**src/rtl/scanfetch_pkg.sv**
```systemverilog
package scanfetch_pkg;

  // Geometry of one tile and of the virtual scan canvas
  localparam int XW_W       = 3;               // word-in-tile bits
  localparam int YW_W       = 8;               // line-in-tile bits
  localparam int TX_W       = 4;               // horizontal tile index bits
  localparam int TY_W       = 4;               // vertical tile index bits
  localparam int PT_W       = 8;               // physical tile number bits
  localparam int LINE_W     = YW_W + TY_W;     // line pointer bits
  localparam int ADDR_W     = PT_W + YW_W + XW_W;
  localparam int TILE_WORDS = 1 << XW_W;

  typedef enum logic [1:0] {
    ST_IDLE,
    ST_LOOK,
    ST_ROOM,
    ST_BURST
  } walk_state_t;

  // Reads in the next burst: a full tile, or whatever is left of the line
  function automatic logic [XW_W:0] burst_len(input logic [15:0] remaining);
    if (remaining >= 16'(TILE_WORDS)) return (XW_W+1)'(TILE_WORDS);
    return remaining[XW_W:0];
  endfunction

  // Physical word address: tile number high, line in tile, then word in tile
  function automatic logic [ADDR_W-1:0] phys_addr(input logic [PT_W-1:0] ptile,
                                                  input logic [YW_W-1:0] yword,
                                                  input logic [XW_W-1:0] xword);
    return {ptile, yword, xword};
  endfunction

endpackage

```
**src/rtl/sf_fifo.sv**
```systemverilog
module sf_fifo #(
  parameter int DATA_W = 32,
  parameter int DEPTH  = 16
) (
  input  logic                         clk,
  input  logic                         rst_n,
  input  logic                         push,
  input  logic [DATA_W-1:0]            din,
  input  logic                         pop,
  output logic [DATA_W-1:0]            dout,
  output logic                         empty,
  output logic [$clog2(DEPTH+1)-1:0]   count,
  output logic                         underflow_evt
);
  localparam int AW   = $clog2(DEPTH);
  localparam int FC_W = $clog2(DEPTH+1);

  logic [DATA_W-1:0] mem [DEPTH];
  logic [AW-1:0]     wr_q, rd_q;
  logic [FC_W-1:0]   cnt_q;
  logic              do_push, do_pop;

  assign do_push = push && (cnt_q != FC_W'(DEPTH));
  assign do_pop  = pop && (cnt_q != '0);

  always_ff @(posedge clk) begin
    if (do_push) mem[wr_q] <= din;
  end

  always_ff @(posedge clk) begin
    if (!rst_n) begin
      wr_q  <= '0;
      rd_q  <= '0;
      cnt_q <= '0;
    end else begin
      if (do_push) wr_q <= wr_q + AW'(1);
      if (do_pop)  rd_q <= rd_q + AW'(1);
      case ({do_push, do_pop})
        2'b10:   cnt_q <= cnt_q + FC_W'(1);
        2'b01:   cnt_q <= cnt_q - FC_W'(1);
        default: cnt_q <= cnt_q;
      endcase
    end
  end

  assign dout          = mem[rd_q];
  assign empty         = (cnt_q == '0);
  assign count         = cnt_q;
  assign underflow_evt = pop && (cnt_q == '0);

endmodule

```
**src/rtl/sf_credit.sv**
```systemverilog
module sf_credit import scanfetch_pkg::*; #(
  parameter int DEPTH = 16
) (
  input  logic                              clk,
  input  logic                              rst_n,
  input  logic                              cmd_fire,
  input  logic                              rd_valid,
  input  logic [$clog2(DEPTH+1)-1:0]        fifo_count,
  output logic [$clog2(DEPTH+1):0]          reserved,
  output logic                              room_ok
);
  localparam int FC_W  = $clog2(DEPTH+1);
  localparam int CNT_W = FC_W + 1;

  logic [CNT_W-1:0] outstanding_q;

  always_ff @(posedge clk) begin
    if (!rst_n) begin
      outstanding_q <= '0;
    end else begin
      case ({cmd_fire, rd_valid})
        2'b10:   outstanding_q <= outstanding_q + CNT_W'(1);
        2'b01:   outstanding_q <= outstanding_q - CNT_W'(1);
        default: outstanding_q <= outstanding_q;
      endcase
    end
  end

  // Words already stored plus words promised by reads still in flight
  assign reserved = CNT_W'(fifo_count) + outstanding_q;
  assign room_ok  = reserved <= CNT_W'(DEPTH - TILE_WORDS);

endmodule

```
**src/rtl/sf_walker.sv**
```systemverilog
module sf_walker import scanfetch_pkg::*; #(
  parameter int WIDTH_W = 6
) (
  input  logic                clk,
  input  logic                rst_n,
  input  logic [WIDTH_W-1:0]  cfg_width,
  input  logic [LINE_W-1:0]   cfg_height,
  input  logic                frame_start,
  input  logic                line_req,
  input  logic                room_ok,
  output logic                tbl_req,
  output logic [TX_W-1:0]     tbl_tx,
  output logic [TY_W-1:0]     tbl_ty,
  input  logic                tbl_vld,
  input  logic [PT_W-1:0]     tbl_ptile,
  output logic                cmd_valid,
  input  logic                cmd_ready,
  output logic                cmd_open,
  output logic [ADDR_W-1:0]   cmd_addr,
  output logic                busy,
  output logic [LINE_W-1:0]   line_ptr
);
  walk_state_t       state_q;
  logic [LINE_W-1:0] line_q;
  logic [TX_W-1:0]   tx_q;
  logic [WIDTH_W-1:0] rem_q;
  logic [XW_W:0]     blen_q;
  logic [XW_W-1:0]   widx_q;
  logic [PT_W-1:0]   ptile_q;

  logic start_line, fire, last_word, last_tile;

  assign start_line = (state_q == ST_IDLE) && line_req &&
                      (line_q < cfg_height) && (cfg_width != '0);
  assign fire       = (state_q == ST_BURST) && cmd_ready;
  assign last_word  = ({1'b0, widx_q} + (XW_W+1)'(1)) == blen_q;
  assign last_tile  = rem_q == WIDTH_W'(blen_q);

  always_ff @(posedge clk) begin
    if (!rst_n) begin
      state_q <= ST_IDLE;
      line_q  <= '0;
      tx_q    <= '0;
      rem_q   <= '0;
      blen_q  <= '0;
      widx_q  <= '0;
      ptile_q <= '0;
    end else begin
      case (state_q)
        ST_IDLE: begin
          if (start_line) begin
            rem_q   <= cfg_width;
            tx_q    <= '0;
            state_q <= ST_LOOK;
          end
        end
        ST_LOOK: begin
          if (tbl_vld) begin
            ptile_q <= tbl_ptile;
            blen_q  <= burst_len(16'(rem_q));
            state_q <= ST_ROOM;
          end
        end
        ST_ROOM: begin
          if (room_ok) begin
            widx_q  <= '0;
            state_q <= ST_BURST;
          end
        end
        ST_BURST: begin
          if (fire) begin
            if (last_word) begin
              rem_q <= rem_q - WIDTH_W'(blen_q);
              if (last_tile) begin
                state_q <= ST_IDLE;
              end else begin
                tx_q    <= tx_q + TX_W'(1);
                state_q <= ST_LOOK;
              end
            end else begin
              widx_q <= widx_q + XW_W'(1);
            end
          end
        end
        default: state_q <= ST_IDLE;
      endcase

      // The frame pulse takes priority over the end-of-line advance
      if (frame_start)
        line_q <= '0;
      else if (fire && last_word && last_tile)
        line_q <= line_q + LINE_W'(1);
    end
  end

  assign tbl_req   = (state_q == ST_LOOK);
  assign tbl_tx    = tx_q;
  assign tbl_ty    = line_q[YW_W +: TY_W];
  assign cmd_valid = (state_q == ST_BURST);
  assign cmd_open  = (state_q == ST_BURST) && (widx_q == '0);
  assign cmd_addr  = phys_addr(ptile_q, line_q[YW_W-1:0], widx_q);
  assign busy      = (state_q != ST_IDLE);
  assign line_ptr  = line_q;

endmodule

```
**src/rtl/scanfetch_top.sv**
```systemverilog
module scanfetch_top import scanfetch_pkg::*; #(
  parameter int WIDTH_W    = 6,
  parameter int DATA_W     = 32,
  parameter int FIFO_DEPTH = 16
) (
  input  logic                clk,
  input  logic                rst_n,
  input  logic [WIDTH_W-1:0]  cfg_width_words,
  input  logic [LINE_W-1:0]   cfg_height,
  input  logic                frame_start,
  input  logic                line_req,
  output logic                fetch_busy,
  output logic                tbl_req,
  output logic [TX_W-1:0]     tbl_tx,
  output logic [TY_W-1:0]     tbl_ty,
  input  logic                tbl_vld,
  input  logic [PT_W-1:0]     tbl_ptile,
  output logic                cmd_valid,
  input  logic                cmd_ready,
  output logic                cmd_open,
  output logic [ADDR_W-1:0]   cmd_addr,
  input  logic                rd_valid,
  input  logic [DATA_W-1:0]   rd_data,
  input  logic                disp_pop,
  output logic [DATA_W-1:0]   disp_data,
  output logic                disp_empty,
  output logic                disp_underflow
);
  localparam int FC_W = $clog2(FIFO_DEPTH+1);

  logic [FC_W-1:0]   fifo_count;
  logic [FC_W:0]     reserved;
  logic              room_ok;
  logic              underflow_evt;
  logic [LINE_W-1:0] line_ptr;
  logic              underflow_q;

  sf_walker #(.WIDTH_W(WIDTH_W)) u_walk (
    .clk        (clk),
    .rst_n      (rst_n),
    .cfg_width  (cfg_width_words),
    .cfg_height (cfg_height),
    .frame_start(frame_start),
    .line_req   (line_req),
    .room_ok    (room_ok),
    .tbl_req    (tbl_req),
    .tbl_tx     (tbl_tx),
    .tbl_ty     (tbl_ty),
    .tbl_vld    (tbl_vld),
    .tbl_ptile  (tbl_ptile),
    .cmd_valid  (cmd_valid),
    .cmd_ready  (cmd_ready),
    .cmd_open   (cmd_open),
    .cmd_addr   (cmd_addr),
    .busy       (fetch_busy),
    .line_ptr   (line_ptr)
  );

  sf_credit #(.DEPTH(FIFO_DEPTH)) u_credit (
    .clk       (clk),
    .rst_n     (rst_n),
    .cmd_fire  (cmd_valid && cmd_ready),
    .rd_valid  (rd_valid),
    .fifo_count(fifo_count),
    .reserved  (reserved),
    .room_ok   (room_ok)
  );

  sf_fifo #(.DATA_W(DATA_W), .DEPTH(FIFO_DEPTH)) u_fifo (
    .clk          (clk),
    .rst_n        (rst_n),
    .push         (rd_valid),
    .din          (rd_data),
    .pop          (disp_pop),
    .dout         (disp_data),
    .empty        (disp_empty),
    .count        (fifo_count),
    .underflow_evt(underflow_evt)
  );

  always_ff @(posedge clk) begin
    if (!rst_n)             underflow_q <= 1'b0;
    else if (frame_start)   underflow_q <= 1'b0;
    else if (underflow_evt) underflow_q <= 1'b1;
  end

  assign disp_underflow = underflow_q;

endmodule

```
**config.mk**
```make
export PLATFORM = sky130hd
export DESIGN_NAME = scanfetch_top
export DESIGN_NICKNAME = d
export VERILOG_FILES = /design/src/rtl/scanfetch_pkg.sv /design/src/rtl/sf_fifo.sv /design/src/rtl/sf_credit.sv /design/src/rtl/sf_walker.sv /design/src/rtl/scanfetch_top.sv
export SDC_FILE = /design/constraint.sdc
export NUM_CORES = 1
export LEC_CHECK = 0
export BUFFER_PORTS_ARGS = -buffer_cell sky130_fd_sc_hd__buf_2
export CAP_MARGIN = 30
export CORE_MARGIN = 5
export CORE_UTILIZATION = 48
export DETAILED_ROUTE_END_ITERATION = 6
export MAX_ROUTING_LAYER = met4
export PLACE_DENSITY = 0.79
export SYNTH_ARGS = -nofsm -noshare
export SYNTH_HDL_FRONTEND = slang
export SYNTH_HIERARCHICAL = 1
export SYNTH_SLANG_ARGS = --single-unit
```
**constraint.sdc**
```tcl
create_clock -name clk -period 3.51 [get_ports clk]
set_input_delay 0 -clock clk [delete_from_list [all_inputs] [get_ports clk]]
set_output_delay 0 -clock clk [all_outputs]
set_load 0.1 [all_outputs]
```
==> summary.md, run 1 <==
| Metric | Value |
|---|---|
| Core area | around 48,000 sq um |
| Post-synthesis net count | 1,408 |
| Max FO, Critical Path | 11 |
| Ys Warns | 6 |
| Comb pwr share | approximately a quarter |
| Worst Tran Pin Value | ~1000 ps |
| Drt drc | 0 |
| Starting Density | roughly half |
| Post-CTS resize count | 0 |
| Initial DRC count | about 1,200 |
| Lkg Pwr | 0.009295 uW |
| Crit-path max cell delay | approximately 560 ps |
| Kind of critical path | reg2reg |
| Min-delay src | rst_n |
| Endpoints failing setup | 0 |
| Final setup TNS | 0 ps |
| Slowest cell on the critical path | dfxtp_1 |
| Buf/Inv on CP | 0 |
| Crit. Startpoint | u_fifo/count[1] |
| TritonCTS clock tree | done |
| Most frequent CP cell | a2111oi_0 |
| Setup Skew | around 23 ps |
| Global route overflow | 0 |
| Avg Inst Size Synth | approximately 18 sq um |
| P&R area growth vs syn | 17.81% |
| Post-Syn Area | ~23,000 sq um |
| Total number of vias | ~13,000 |
| Unrepaired setup endpoints after global routing | false |
| GPL Wtd Cong | 0.8205 |
| First-pass GRT wire length | approximately 80,000 um |
| P_int | between 10,000 and 15,000 uW |
| Number of CTS-inserted buffers | 56 |
| Max IR drop VDD | 460.8 uV |
| Vias in the first global route | between 10,000 and 15,000 |
| Root buffer cell | clkbuf_16 |
| Worst Setup End Kind | register |
| Die Wd | between 200 and 250 um |
| Met2 WL | between 20,000 and 30,000 um |
| Tmin final | a little under 3000 ps |
| Place WS | 560.4 ps |
| Top delay family on crit path | compound AO/OA/AOI/OAI gates |
| Initial antenna violation count | 3 |
| Gr usage total | around 20% |
| PortBufs | 130 |
| Die Ht | about 230 um |
| Crit-path cells | ha_1, a211o_1, a2111oi_0, nand3b_1, a211oi_1, nand2b_1, o21ai_0, a21oi_1, a2111oi_0 |
| Final hold violation count | 0 |
| Hold crit path type | in2reg |
| Drt first pass iters | 5 |
| Seq pwr share | a little over two fifths |
| Worst EP required | 3950 ps |
| Clk_lat worst skew | 620 ps |
| Startpoint Class | register |
| Share of cells above drive strength 1 | roughly a quarter |
| Final #Nets | between 1,500 and 2,000 |
| Drt total wl | 52,280 um |
| DR top layer | met4 |
| H-tree Lvls | 2 |
| Max-cap violations | 0 |
| Vias/cell | roughly 6 |
| Slew HR | 32.43% |
| Fillers | 3,348 |
| Clock Sink Count | 575 |
| Slew Limit Fails | 0 |
| Worst r2r src | u_fifo/count[1] |
| WL met3 | 4774 um |
| Bufs on Longest Clock Path | 3 |
| ANT nets after route | 0 |
| Clock transition at path regs | 60 ps |
| Switching Fraction | between 30% and 40% |
| Ports | roughly 130 |
| Tcrit/Tclk final | between 80% and 90% |
| Cell Pwr Density | approximately 680 nW/um^2 |
| Maximum number of pins on one net before global-route repair | about 50 |
| Routed WL per cell | 24.03 um |
| Die area | 53,180 sq um |
| Status | finished clean |
| Dpl hpwl | 29,660 um |
| WL met1 | slightly above 20,000 um |
| CP Data Arrival Time | 3420 ps |
| Maximum clock rate | 335.1 MHz |
| PnR worst setup slack | roughly 530 ps |
| Mapped Cells | around 1,300 |
| Clock share of power | between 30% and 40% |
| Num rows | 80 |
| Net Sw Power | approximately 6000 uW |
==> worst register-to-register path: cells and delay by family, from the launching register on <==
kind | cells | cell delay [ps]
AOI/OAI and AO/OA | 6 | 1600
and+or+nand+nor | 2 | 360
DFF | 1 | 560
adders and majority gates | 1 | 320
==> path summary, 6_finish.rpt <==
check | to | slack [ps] | depth (start not counted)
min reg2reg | u_walk/ptile_q[3] | 480 | 2
min | u_fifo/rd_q[3] | 40 | 2
max | u_walk/widx_q[2] | 530 | 9
max reg2reg | u_walk/widx_q[2] | 530 | 9
==> state kept, by name (all words and copies together), names as in the netlist, 2 cells and up, named ones only <==
register	cells
u_credit/outstanding_q	6
u_walk/blen_q	4
u_walk/rem_q	6
u_fifo/rd_q	4
u_walk/state_q	2
u_fifo/wr_q	4
u_walk/tbl_tx	4
u_fifo/mem	512
u_walk/ptile_q	8
u_fifo/count	5
u_walk/widx_q	3
u_walk/line_ptr	12
==> final cells by class <==
cell class                      instances  area (sq um)  area share, %
Antenna cell                            3         7.507        0.02728
Clock buffer                           68          1456          5.292
Clock inverter                         35         324.1          1.178
Inverter                               37         138.9         0.5047
Multi-Input combinational cell        616          6425          23.35
Sequential cell                       575         16640          60.48
Tap cell                              615         769.5          2.796
Timing Repair Buffer                  226          1754          6.374
==> stage by stage <==
stage          total power, uW  std cells  hold slack (ps)  area [sq um]  util [%]
5_1_grt                  19380       2175            77.34         27520     57.40
2_1_floorplan            11850       1297            69.51         23370         -
4_1_cts                  18770       2172            10.62         27510     57.38
6_report                 18640       2175            40.64         27520     57.40
3_3_place_gp             12780       2006            186.5         25100     52.35
3_5_place_dp             12890       2006            184.9         25100     52.35
==> cells in the final DEF (no fill, tap or decap), types with 18 or more instances in the layout <==
master,count
inv_1,37
nor2_1,34
mux4_2,128
a22oi_1,67
edfxtp_1,512
buf_2,130
nand2_1,79
ha_1,42
a21oi_1,30
dlygate4sd3_1,63
dfxtp_1,61
buf_12,18
clkbuf_16,56
==> metal layers <==
metal	up-vias	track usage (%)
met2	684	32.56
met4	0	4.054
met1	6644	26.63
li1	5667	-
met5	-	-
met3	77	4.166
==> power groups by stage <==
stage          Sequential, uW  Combinational (uW)  Clock, uW
3_5_place_dp             8130                4770          0
3_3_place_gp             8110                4680          0
2_1_floorplan            8100                3750          0
5_1_grt                  8020                5150       6210
6_report                 7990                4860       5790
4_1_cts                  7990                4880       5890
==> repair_timing <==
| action | CTS | global route |
|---|---|---|
| endpoints found under the hold margin | 558 | 0 |
| hold buffers | 63 | 0 |
| setup buffers | 0 | 0 |
(Power assumes the default switching activity.)
==> inputs of run 2 (changes only) <==
--- a/config.mk
+++ b/config.mk
@@ -7,11 +7,12 @@
 export LEC_CHECK = 0
 export BUFFER_PORTS_ARGS = -buffer_cell sky130_fd_sc_hd__buf_2
 export CAP_MARGIN = 30
-export CORE_MARGIN = 5
+export CORE_MARGIN = 4
 export CORE_UTILIZATION = 48
 export DETAILED_ROUTE_END_ITERATION = 6
 export MAX_ROUTING_LAYER = met4
 export PLACE_DENSITY = 0.79
+export REMOVE_ABC_BUFFERS = 1
 export SYNTH_ARGS = -nofsm -noshare
 export SYNTH_HDL_FRONTEND = slang
 export SYNTH_HIERARCHICAL = 1
==> summary.md, run 2 (synthesis gave the netlist of run 1 again) <==
| Metric | Value |
|---|---|
| Status | finished clean |
| Drt first pass iters | 5 (unchanged) |
| Initial DRC count | 1,453 (+21%) |
| Clk_lat worst skew | 600 ps (-20 ps) |
| Comb pwr share | 25.5% (-0.6 points) |
| Starting Density | 48.72% (unchanged) |
| Max reg flops | 512 (unchanged) |
| Die Wd | 228.6 um (-0.87%) |
| Maximum number of pins on one net before global-route repair | 50 (-2.0%) |
| Place WS | 694.9 ps (+134.4 ps) |
| Worst EP required | 3510 ps (-440 ps) |
| Worst Setup End Kind | output pin |
| First-pass GRT wire length | 81,830 um (+2.6%) |
| Vias/cell | 5.996 (-0.24%) |
| P&R area growth vs syn | 17.08% |
| Ports | 131 (unchanged) |
| Bufs on Longest Clock Path | 3 (unchanged) |
| Max-cap violations | 0 (unchanged) |
| Vias in the first global route | 13,579 (+0.96%) |
| Dpl hpwl | 29,090 um (-1.9%) |
| Hold crit path type | in2reg |
| Post-CTS resize count | 0 (unchanged) |
| Switching Fraction | 32.10% (-0.21 points) |
| Kind of critical path | reg2out |
| Root buffer cell | clkbuf_16 |
| Placed cell area | 24,960 sq um (-0.57%) |
| Clock Sink Count | 575 (unchanged) |
| H-tree Lvls | 2 (unchanged) |
| Startpoint Class | register |
| Clock share of power | 31.3% (+0.3 points) |
| Share of cells above drive strength 1 | 26.58% (+0.18 points) |
| Number of CTS-inserted buffers | 55 (-1.8%) |
| Fillers | 3,421 (+2.2%) |
| TritonCTS clock tree | done |
| Most common cell after layout, fill and taps aside | edfxtp_1 |
| Global route overflow | 0 (unchanged) |
| Max IR drop VDD | 533.2 uV (+16%) |
| P_int | 12,610 uW (about the same) |
| Commonest non-fill, non-tap cells in the layout | edfxtp_1 (512), buf_2 (130), mux4_2 (128) |
| Die area | 52,260 sq um (-1.7%) |
| Max FO, Critical Path | 43 (+32) |
| Slew HR | 28.72% (-3.7 points) |
| Tcrit/Tclk final | 83.52% (-1.5 points) |
| Gr usage total | 20.85% (+0.87 points) |
| Endpoints failing setup | 0 (unchanged) |
| Drt drc | 0 (unchanged) |
| Unrepaired setup endpoints after global routing | false |
| Maximum clock rate | 341.1 MHz (+1.8%) |
| Reg with most FFs | u_fifo/mem |
| Core area | 47,950 sq um (unchanged) |
| Setup Skew | 16.81 ps (-5.885 ps) |
| CP Data Arrival Time | 2930 ps (-490 ps) |
| GPL Wtd Cong | 0.8187 (-0.22%) |
| Total number of vias | 13,017 (-0.42%) |
| PortBufs | 130 (unchanged) |
| Lkg Pwr | 0.009257 uW (-0.40%) |
| Setup repair bufs after CTS | 0 (unchanged) |
| Worst Tran Pin Value | 1063 ps (+55.34 ps) |
| ANT nets after route | 0 (unchanged) |
| Post-Layout Cell Count | 2,171 (-0.18%) |
| Net Sw Power | 5961 uW (-1.0%) |
| Final #Nets | 1,620 (-0.18%) |
| Seq pwr share | 43.1% (+0.2 points) |
| Min Hold Slack | 80.49 ps (+39.85 ps) |
| Routed WL per cell | 24.53 um (+2.1%) |
| Post-route cell area | 27,350 sq um (-0.62%) |
| Slew Limit Fails | 0 (unchanged) |
| Cell Pwr Density | 679.1 nW/um^2 (+0.23%) |
| Tmin final | 2932 ps (-52.53 ps) |
| PnR worst setup slack | 578.5 ps (+52.53 ps) |
| Final hold violation count | 0 (unchanged) |
| Num rows | 80 (unchanged) |
| Total power | 18,570 uW (-0.39%) |
| Drt total wl | 53,260 um (+1.9%) |
| Clock transition at path regs | 60 ps (about the same) |
| Die Ht | 228.6 um (-0.87%) |
| Placed insts | 2,006 (unchanged) |
| Initial antenna violation count | 2 (-1) |
==> run 2: cell types whose count changed in the layout (fill, tap and decap cells not counted), sizes merged <==
| cell | delta |
|---|---|
| dlygate4sd3 | -2 |
| clkbuf | -3 |
| clkinv | -4 |
| inv | +3 |
| bufinv | +1 |
| diode | -1 |
| clkinvlp | +2 |
==> run 2: path summary, 6_finish.rpt <==
kind                       end  cells past startpoint               from  slack [ps]
min reg2reg  u_walk/ptile_q[2]                      2  u_walk/ptile_q[2]         460
max               disp_data[1]                      5           register         580
max reg2reg    u_fifo/count[4]                     10    u_fifo/count[1]         600
min           u_walk/tbl_tx[3]                      6           line_req          80
==> run 2: area by class of cell <==
class / count / area [sq um] / share of cell area (%)
Timing Repair Buffer: 224 / 1609 / 5.883
Sequential cell: 575 / 16640 / 60.86
Antenna cell: 2 / 5.005 / 0.01830
Clock inverter: 37 / 341.6 / 1.249
Clock buffer: 65 / 1435 / 5.248
Tap cell: 615 / 769.5 / 2.814
Multi-Input combinational cell: 616 / 6406 / 23.42
Inverter: 37 / 138.9 / 0.5078
==> run 2: metal layers <==
layer	track usage, %	part of all wire, %	up-vias
met5	-	0	-
met4	5.262	2.0	0
met3	4.624	9.1	85
met2	34.52	51	650
met1	26.51	38	6642
li1	-	-	5640
==> run 2: power by group through the flow <==
stage	combinational, uW	sequential (uW)	clock (uW)
2_1_floorplan	3630	8400	0
3_3_place_gp	4560	8120	0
3_5_place_dp	4640	8150	0
4_1_cts	4750	8010	5920
5_1_grt	5030	8040	6230
6_report	4740	8010	5810
==> run 2: stage by stage <==
step / utilization, % / setup TNS, ps
floorplan: - / -122810
global placement: 52.05 / 0
detailed placement: 52.05 / 0
CTS: 57.03 / 0
global route: 57.04 / 0
finish: 57.04 / 0
==> run 2: repair_timing <==
| item | 4_1_cts | 5_1_grt |
|---|---|---|
| endpoints found under the setup margin | 0 | 0 |
| hold buffers | 61 | 0 |
| endpoints found under the hold margin | 553 | 0 |
==> run 2: critical path, stage by stage, from the launching register on <==
cell	delay, ps
dfxtp_4	790
buf_4	460
mux4_2	360
a22oi_1	230
nand2_1	140
buf_2	320
==> inputs of run 3 (changes only) <==
--- a/config.mk
+++ b/config.mk
@@ -11,7 +11,7 @@
 export CORE_UTILIZATION = 48
 export DETAILED_ROUTE_END_ITERATION = 6
 export MAX_ROUTING_LAYER = met4
-export PLACE_DENSITY = 0.79
+export PLACE_DENSITY = 0.76
 export REMOVE_ABC_BUFFERS = 1
 export SYNTH_ARGS = -nofsm -noshare
 export SYNTH_HDL_FRONTEND = slang
==> constraint.sdc (replaced) <==
create_clock -name clk -period 3.06 [get_ports clk]
set_input_delay 0 -clock clk [delete_from_list [all_inputs] [get_ports clk]]
set_output_delay 0 -clock clk [all_outputs]
set_load 0.1 [all_outputs]
==> summary.md, run 3 (synthesis gave the netlist of run 1 again) <==
| Metric | Value |
|---|---|
| Final #Nets | 1,632 (+0.74%) |
| Share of cells above drive strength 1 | 26.80% (+0.23 points) |
| PortBufs | 130 (unchanged) |
| Met2 WL | 26,160 um (-3.8%) |
| Reg2reg path depth | 9 (-1) |
| Max reg flops | 512 (unchanged) |
| Total power | 21,480 uW (+16%) |
| Fillers | 3,408 (-0.38%) |
| Hold crit path type | in2reg |
| Slowest cell on the critical path | or4_4 |
| ANT nets after route | 0 (unchanged) |
| Drt total wl | 51,880 um (-2.6%) |
| Number of CTS-inserted buffers | 56 (+1.8%) |
| Clock transition at path regs | 60 ps (about the same) |
| CP Data Arrival Time | 3290 ps (+360 ps) |
| Maximum number of pins on one net before global-route repair | 49 (-2.0%) |
| Gr usage total | 20.55% (-0.31 points) |
| Root buffer cell | clkbuf_16 |
| Place WS | 255.2 ps (-439.7 ps) |
| WL met3 | 4070 um (-16%) |
| Die Ht | 228.6 um (unchanged) |
| Global route overflow | 0 (unchanged) |
| Slew Limit Fails | 0 (unchanged) |
| Total number of vias | 12,992 (-0.19%) |
| Worst Setup End Kind | register |
| Status | finished clean |
| Buf/Inv on CP | 1 (-1) |
| Vias/cell | 5.946 (-0.83%) |
| Bufs on Longest Clock Path | 3 (unchanged) |
| Worst Tran Pin Value | 992.5 ps (-70.84 ps) |
| Ports | 131 (unchanged) |
| Startpoint Class | register |
| DR top layer | met4 |
| Crit-path max cell delay | 620 ps (-170 ps) |
| Worst r2r src | u_fifo/count[0] |
| H-tree Lvls | 2 (unchanged) |
| First-pass GRT wire length | 81,210 um (-0.77%) |
| Endpoints failing setup | 0 (unchanged) |
| Initial antenna violation count | 3 (+1) |
| Dpl hpwl | 29,070 um (about the same) |
| Clock Sink Count | 575 (unchanged) |
| PnR worst setup slack | 236.0 ps (-342.5 ps) |
| Slew HR | 33.67% (+5.0 points) |
| Commonest non-fill, non-tap cells in the layout | edfxtp_1 (512), buf_2 (130), mux4_2 (128) |
| Worst r2r dst | u_fifo/count[4] |
| Die area | 52,260 sq um (unchanged) |
| Setup Skew | 40.33 ps (+23.52 ps) |
| Max FO, Critical Path | 12 (-72%) |
| Worst Hold Depth | 6 (unchanged) |
| Min-delay src | line_req |
| Starting Density | 48.72% (unchanged) |
| Die Wd | 228.6 um (unchanged) |
| Max-cap violations | 0 (unchanged) |
| Lkg Pwr | 0.009358 uW (+1.1%) |
| Worst EP required | 3520 ps (about the same) |
| WL met1 | 20,660 um (+2.5%) |
| Most frequent CP cell | ha_1 |
| Routed WL per cell | 23.74 um (-3.2%) |
| TritonCTS clock tree | done |
| Drt first pass iters | 5 (unchanged) |
| Final hold violation count | 0 (unchanged) |
| Vias in the first global route | 13,608 (+0.21%) |
| Maximum clock rate | ~350 MHz |
| Tmin final | between 2000 and 3000 ps |
| Drt drc | 0 (unchanged) |
| Top delay family on crit path | compound AO/OA/AOI/OAI gates |
| Max IR drop VDD | 684.6 uV (+28%) |
| Kind of critical path | reg2reg |
| Reg2Reg Setup Slack | 240 ps (-360 ps) |
| Unrepaired setup endpoints after global routing | false |
| P&R area growth vs syn | 18.18% |
| Most common cell after layout, fill and taps aside | edfxtp_1 |
| Hold Path Sink | u_walk/tbl_tx[3] |
| GPL Wtd Cong | 0.7892 (-3.6%) |
| Tcrit/Tclk final | between 90 and 100% |
| Crit-path cells | or4_4, o21ai_4, inv_1, ha_1, xor2_1, ha_1, o31ai_1, o21a_1, nand4_1 |
| Clk_lat worst skew | 620 ps (+20 ps) |
| Cell Pwr Density | 778.0 nW/um^2 (+15%) |
| Reg with most FFs | u_fifo/mem |
| Num rows | 80 (unchanged) |
| Initial DRC count | 1,236 (-15%) |
| Core area | 47,950 sq um (unchanged) |
## run 3: changes by cell type in the layout (fill, tap and decap cells not counted), moves of 2 or more
cell	change
dlygate4sd3_1	+7
dfxtp_1	-2
buf_4	-4
clkinvlp_4	+2
clkinv_16	+2
clkbuf_1	-2
clkinv_2	-2
clkinv_1	+3
inv_6	-2
buf_12	+8
dfxtp_2	+2
## run 3: per-layer routing
| metal | track usage [%] | vias to the layer above |
|---|---|---|
| met5 | - | - |
| met4 | 4.841 | 0 |
| met3 | 3.714 | 78 |
| met2 | 33.52 | 585 |
| met1 | 27.30 | 6658 |
| li1 | - | 5671 |
## run 3: final cells by class
cell class | count | area [sq um] | share of cell area, %
Sequential cell | 575 | 16650 | 60.30
Multi-Input combinational cell | 616 | 6406 | 23.21
Timing Repair Buffer | 235 | 1809 | 6.554
Clock buffer | 63 | 1428 | 5.172
Tap cell | 615 | 769.5 | 2.787
Clock inverter | 41 | 400.4 | 1.450
Inverter | 37 | 138.9 | 0.5031
Antenna cell | 3 | 7.507 | 0.02719
## run 3: how the worst max path moves through the flow
stage	startpoint	endpoint	cells after the start
final	u_fifo/count[0]	u_fifo/count[4]	9
after global routing	u_fifo/count[1]	u_walk/widx_q[2]	9
after CTS	u_fifo/count[1]	u_fifo/count[4]	10
after detailed placement	u_fifo/count[1]	u_fifo/count[4]	10
after global placement	u_fifo/count[1]	u_fifo/count[4]	10
after floorplan	register	disp_data[30]	3
## run 3: repair_timing
item / in CTS / in global routing
hold buffers: 68 / 0
gates resized for setup: 0 / 2
setup endpoints to repair: 0 / 1
buffers inserted: 0 / 0
endpoints found under the hold margin: 564 / 0
## run 3: worst reg2reg max path, stage by stage (launching register included)
cell	delay (ps)
dfxtp_1	380
or4_4	620
o21ai_4	230
inv_1	70
ha_1	330
xor2_1	200
ha_1	230
o31ai_1	340
o21a_1	200
nand4_1	100
## run 3: stage by stage
step,instances,instance area (sq um),setup TNS [ps],hold WS [ps],utilization (%)
CTS,2182,27600,0,36.83,57.55
finish,2185,27610,0,104.9,57.58
detailed placement,2010,25090,0,207.1,52.32
floorplan,1228,23050,-194640,69.51,-
global route,2185,27610,0,86.40,57.58
global placement,2010,25090,0,208.8,52.32
## run 3: power breakdown
part	switching (uW)	internal [uW]
logic	3730	1830
clock network	2960	3810
registers	256	8880
total	6950	14500
